File: src/rtl/dm_cache_lookup.sv
module dm_cache_lookup #(
  parameter int ADDR_W = 16,
  parameter int OFF_W  = 2,
  parameter int IDX_W  = 4,
  parameter int CNT_W  = 16
) (
  input  logic                          clk,
  input  logic                          rst,
  input  logic                          req_valid,
  input  logic [ADDR_W-1:0]             req_addr,
  output logic                          req_ready,
  output logic                          resp_valid,
  output logic [7:0]                    resp_data,
  output logic                          resp_hit,
  output logic [1:0]                    resp_kind,
  output logic                          fill_req,
  output logic [ADDR_W-OFF_W-1:0]       fill_addr,
  input  logic                          fill_valid,
  input  logic [8*(1<<OFF_W)-1:0]       fill_data,
  output logic [CNT_W-1:0]              hit_count,
  output logic [CNT_W-1:0]              miss_count
);
  localparam int TAG_W = ADDR_W - OFF_W - IDX_W;
  localparam int SETS  = 1 << IDX_W;
  localparam int BLK_W = 8 * (1 << OFF_W);
  localparam logic [1:0] KIND_HIT  = 2'b00;
  localparam logic [1:0] KIND_COLD = 2'b01;
  localparam logic [1:0] KIND_CONF = 2'b10;

  logic [SETS-1:0]  line_valid;
  logic [TAG_W-1:0] line_tag  [SETS];
  logic [BLK_W-1:0] line_data [SETS];
  logic             busy;
  logic [ADDR_W-1:0] pend_addr;
  logic [1:0]       pend_kind;

  wire [OFF_W-1:0] a_off = req_addr[OFF_W-1:0];
  wire [IDX_W-1:0] a_idx = req_addr[OFF_W +: IDX_W];
  wire [TAG_W-1:0] a_tag = req_addr[ADDR_W-1 -: TAG_W];
  wire [OFF_W-1:0] p_off = pend_addr[OFF_W-1:0];
  wire [IDX_W-1:0] p_idx = pend_addr[OFF_W +: IDX_W];
  wire [TAG_W-1:0] p_tag = pend_addr[ADDR_W-1 -: TAG_W];

  wire lookup_hit = line_valid[a_idx] && (line_tag[a_idx] == a_tag);
  wire accept     = req_valid && !busy;
  wire fill_done  = busy && fill_valid;

  assign req_ready = !busy;
  assign fill_req  = busy;
  assign fill_addr = pend_addr[ADDR_W-1:OFF_W];

  always_ff @(posedge clk) begin
    if (rst) begin
      line_valid <= '0;
      busy       <= 1'b0;
      resp_valid <= 1'b0;
      resp_hit   <= 1'b0;
      resp_kind  <= KIND_HIT;
      resp_data  <= '0;
      hit_count  <= '0;
      miss_count <= '0;
      pend_addr  <= '0;
      pend_kind  <= KIND_HIT;
    end else begin
      resp_valid <= 1'b0;
      if (accept) begin
        if (lookup_hit) begin
          resp_valid <= 1'b1;
          resp_hit   <= 1'b1;
          resp_kind  <= KIND_HIT;
          resp_data  <= line_data[a_idx][{a_off, 3'b000} +: 8];
          hit_count  <= hit_count + 1'b1;
        end else begin
          busy      <= 1'b1;
          pend_addr <= req_addr;
          pend_kind <= line_valid[a_idx] ? KIND_CONF : KIND_COLD;
        end
      end
      if (fill_done) begin
        line_valid[p_idx] <= 1'b1;
        busy       <= 1'b0;
        resp_valid <= 1'b1;
        resp_hit   <= 1'b0;
        resp_kind  <= pend_kind;
        resp_data  <= fill_data[{p_off, 3'b000} +: 8];
        miss_count <= miss_count + 1'b1;
      end
    end
  end

  always_ff @(posedge clk) begin
    if (fill_done) begin
      line_tag[p_idx]  <= p_tag;
      line_data[p_idx] <= fill_data;
    end
  end

  assert_miss_starts_fill_R4: assert property (@(posedge clk) disable iff (rst)
    req_valid && req_ready && !lookup_hit |=> fill_req && fill_addr == $past(req_addr[ADDR_W-1:OFF_W]));
  assert_fill_hold_R4: assert property (@(posedge clk) disable iff (rst)
    fill_req && !fill_valid |=> fill_req && $stable(fill_addr) && !req_ready);
  assert_fill_done_R5: assert property (@(posedge clk) disable iff (rst)
    fill_req && fill_valid |=> resp_valid && !resp_hit && req_ready);
  assert_hit_kind_R3: assert property (@(posedge clk) disable iff (rst)
    resp_valid && resp_hit |-> resp_kind == KIND_HIT);
  assert_miss_kind_R6: assert property (@(posedge clk) disable iff (rst)
    resp_valid && !resp_hit |-> (resp_kind == KIND_COLD || resp_kind == KIND_CONF));
  assert_count_idle_R8: assert property (@(posedge clk) disable iff (rst)
    !resp_valid |-> $stable(hit_count) && $stable(miss_count));
endmodule

File: config.mk
export PLATFORM = sky130hd
export DESIGN_NAME = dm_cache_lookup
export DESIGN_NICKNAME = d
export VERILOG_FILES = /design/src/rtl/dm_cache_lookup.sv
export SDC_FILE = /design/constraint.sdc
export NUM_CORES = 1
export LEC_CHECK = 0
export ABC_AREA = 1
export BUFFER_PORTS_ARGS = -buffer_cell sky130_fd_sc_hd__buf_4
export CAP_MARGIN = 20
export CORE_UTILIZATION = 36
export CTS_CLUSTER_DIAMETER = 120
export DETAILED_ROUTE_END_ITERATION = 12
export GPL_TIMING_DRIVEN = 1
export SYNTH_ARGS = -nofsm -noshare
export SYNTH_HDL_FRONTEND = slang
export SYNTH_SLANG_ARGS = --single-unit
File: constraint.sdc
create_clock -name clk -period 2.7 [get_ports clk]
set_input_delay 0.27 -clock clk [delete_from_list [all_inputs] [get_ports clk]]
set_output_delay 0.27 -clock clk [all_outputs]
set_load 0.1 [all_outputs]
==> run metrics <==
Distinct cells, synth=35; post-route cell area=36,400 um2; mux contribution to synthesized area=0; clock slew at reported path FFs=0.06 ns; Synth Area in Compound Gates=0.0981; Setup crit end kind=flip-flop; unrepaired setup endpoints after global routing=no; Die Area=86,600 um2; final setup vio count=0; setup TNS=0 ns; Post-Synth Adder-Cell Area=0.000814; sequential element share of the synthesized area=0.708; final hold violation count=0; period utilization=0.886; IO buf count=111; Antenna Violating Nets Remaining=0; starting density of the core=0.366; Skew-Pair Late Insertion Delay=0.61 ns; fill cell count=7,781; # Post-CTS Setup Buffers=0; post-placement cell area=33,600 um2; startpoint types=flip-flop; first-pass GRT wire length=132 mm; Final Max Tran Viols=0; status=complete, no violations; main combinational cell family by area after synthesis=simple AND/OR/NAND/NOR gates; initial antenna violation count=4; io pins=112; wire per inst=22.3 um; Power Density=690 nW/um2; Tightest Pin Transition=0.765 ns; core area=84,100 um2; Worst path slowest cell=nor3_1; Clock Tree Buf Depth=3; Cell Area, Synth=30,700 um2; # clock sinks=751; Critical Path Max Stage Delay=0.43 ns; DRC Markers=0; WP data arrival=2.89 ns; post-layout min period=2.39 ns; count of warnings emitted by yosys=0; via/cell ratio=5.40; Slew Limit Headroom=0.489; Synth Area in XOR/XNOR=0.000570; Worst VDD drop=0.502 mV; DRT Pass-1 Iters=6; final HPWL from detailed placement=51.2 mm; Leak Pwr=12.8 nW; commonest non-fill, non-tap cell in the layout=edfxtp_1; most frequent cells in the layout=edfxtp_1, nor2_1, nand2_1, o21ai_0, nand3_1; FP Rows=106; fin nets=2,848; layout cells sized above 1=0.122; FMAX=418 MHz; vias in the first global route=21.0k; clock skew=0.0199 ns; Mapped Nets=2,707; register area=21,800 um2; Congestion Overflow GR=0; WS Path Type=flip-flop to flip-flop; Die Width=294 um; Final Core Density=0.432; syn_area_per_cell=11.6 um2; starting DRC count in detailed routing=2,249; vias=21.5k; Post-Synthesis Cells=2,653; area of the multi-input gates=7610 um2; CTS buffer count=75; GR Util All Layers=0.204; GP Congestion=0.860; Area Overhead vs Synth=18.3%; Max H-tree Level=3; largest fanout on the critical path=11; die height=294 um; Simple-Gate Fraction of Synth Area=0.144; CTS tree=done; Routed Wire Length=88.8 mm; max cap viols=0; required time of the critical path=3.20 ns; largest net degree at the start of global routing=92; critical-path cell list=nand2_1, nor3_1, nand4_1, inv_1, nand2_1, nor2_1, inv_1, nor3_1, nand4_1, o21ai_0, a21oi_1; root buf cell=clkbuf_16; FF+latch count, synth=751; worst hold path type=input pin to flip-flop
stage by stage:
step / std cells / hold slack, ns / setup WS [ns] / power (W)
final: 3986 / 0.0324 / 0.307 / 0.0251
after global routing: 3984 / 0.0315 / 0.0335 / 0.0258
after detailed placement: 3816 / 0.452 / 0.0840 / 0.0149
after floorplan: 2653 / 0.369 / -0.0720 / 0.0141
after CTS: 3984 / 0.0118 / 0.298 / 0.0252
after global placement: 3816 / 0.445 / 0.124 / 0.0149
cell families after synthesis:
| family | after synthesis |
|---|---|
| xor+xnor | 2 |
| flops | 751 |
| buf+inv | 358 |
| simple gates | 1051 |
| fa+ha+maj | 2 |
| compound gates | 489 |
synthesized netlist by cell type, drive strengths merged:
library cell | n | share of area
nand3b | 8 | 0.0020
a31oi | 1 | 0.00020
o221ai | 127 | 0.036
nor3 | 18 | 0.0029
dfxtp | 79 | 0.051
nand2 | 359 | 0.044
nor4 | 3 | 0.00061
clkinv | 1 | 0.00012
nand3 | 256 | 0.042
o32ai | 8 | 0.0023
and3 | 1 | 0.00020
o21ai | 286 | 0.047
clkbuf | 104 | 0.013
inv | 172 | 0.021
xor2 | 2 | 0.00057
nor3b | 2 | 0.00049
edfxtp | 672 | 0.66
o21a | 10 | 0.0024
nor2 | 384 | 0.048
a21oi | 43 | 0.0070
o211ai | 7 | 0.0017
o21bai | 7 | 0.0017
ha | 2 | 0.00081
buf | 81 | 0.014
nand4 | 20 | 0.0041
power by group:
part	total (W)	leakage, nW	internal (W)	switching (W)
Clock	0.0104	1.19	0.00602	0.00434
Combinational	0.00189	4.83	0.000554	0.00134
Sequential	0.0128	6.80	0.0127	0.0000776
routing by layer:
metal  track usage  wire [um]
met1         0.268      36700
met3        0.0347       6950
met2         0.338      42800
met4        0.0711       2390
met5             0         10
repair_timing:
| item | in CTS | in global routing |
|---|---|---|
| endpoints found under the hold margin | 383 | 0 |
| hold buffers | 35 | 0 |
| endpoints found under the setup margin | 0 | 0 |
| gates resized for setup | 0 | 0 |
layout make-up:
class | count | area share
Sequential cell | 751 | 0.599
Multi-Input combinational cell | 1544 | 0.209
Timing Repair Buffer | 249 | 0.0685
Clock buffer | 89 | 0.0548
Tap cell | 1134 | 0.0390
Inverter | 173 | 0.0181
Clock inverter | 44 | 0.0114
Antenna cell | 2 | 0.000138
worst paths after layout:
path                       to  depth (start not counted)  slack (ns)          from
max            miss_count[14]                         11        0.31      fill_req
min          line_data[15][3]                          1        0.03  fill_data[3]
max reg2reg    miss_count[14]                         11        0.31      fill_req
min reg2reg      resp_kind[0]                          2        0.47  pend_kind[0]
registers in the layout, indices dropped and copies added, names as in the netlist, 8 cells and up:
register	cells
line_data	512
line_tag	160
hit_count	16
line_valid	16
miss_count	16
pend_addr	16
resp_data	8
worst max-delay path, delay by kind of cell, from the launching register on:
family / cells / cell delay, ns
AOI/OAI and AO/OA: 2 / 0.25
buffers and inverters: 2 / 0.17
DFF: 1 / 0.34
and+or+nand+nor: 7 / 1.52
Note: power is estimated with default switching activity, not from simulation.
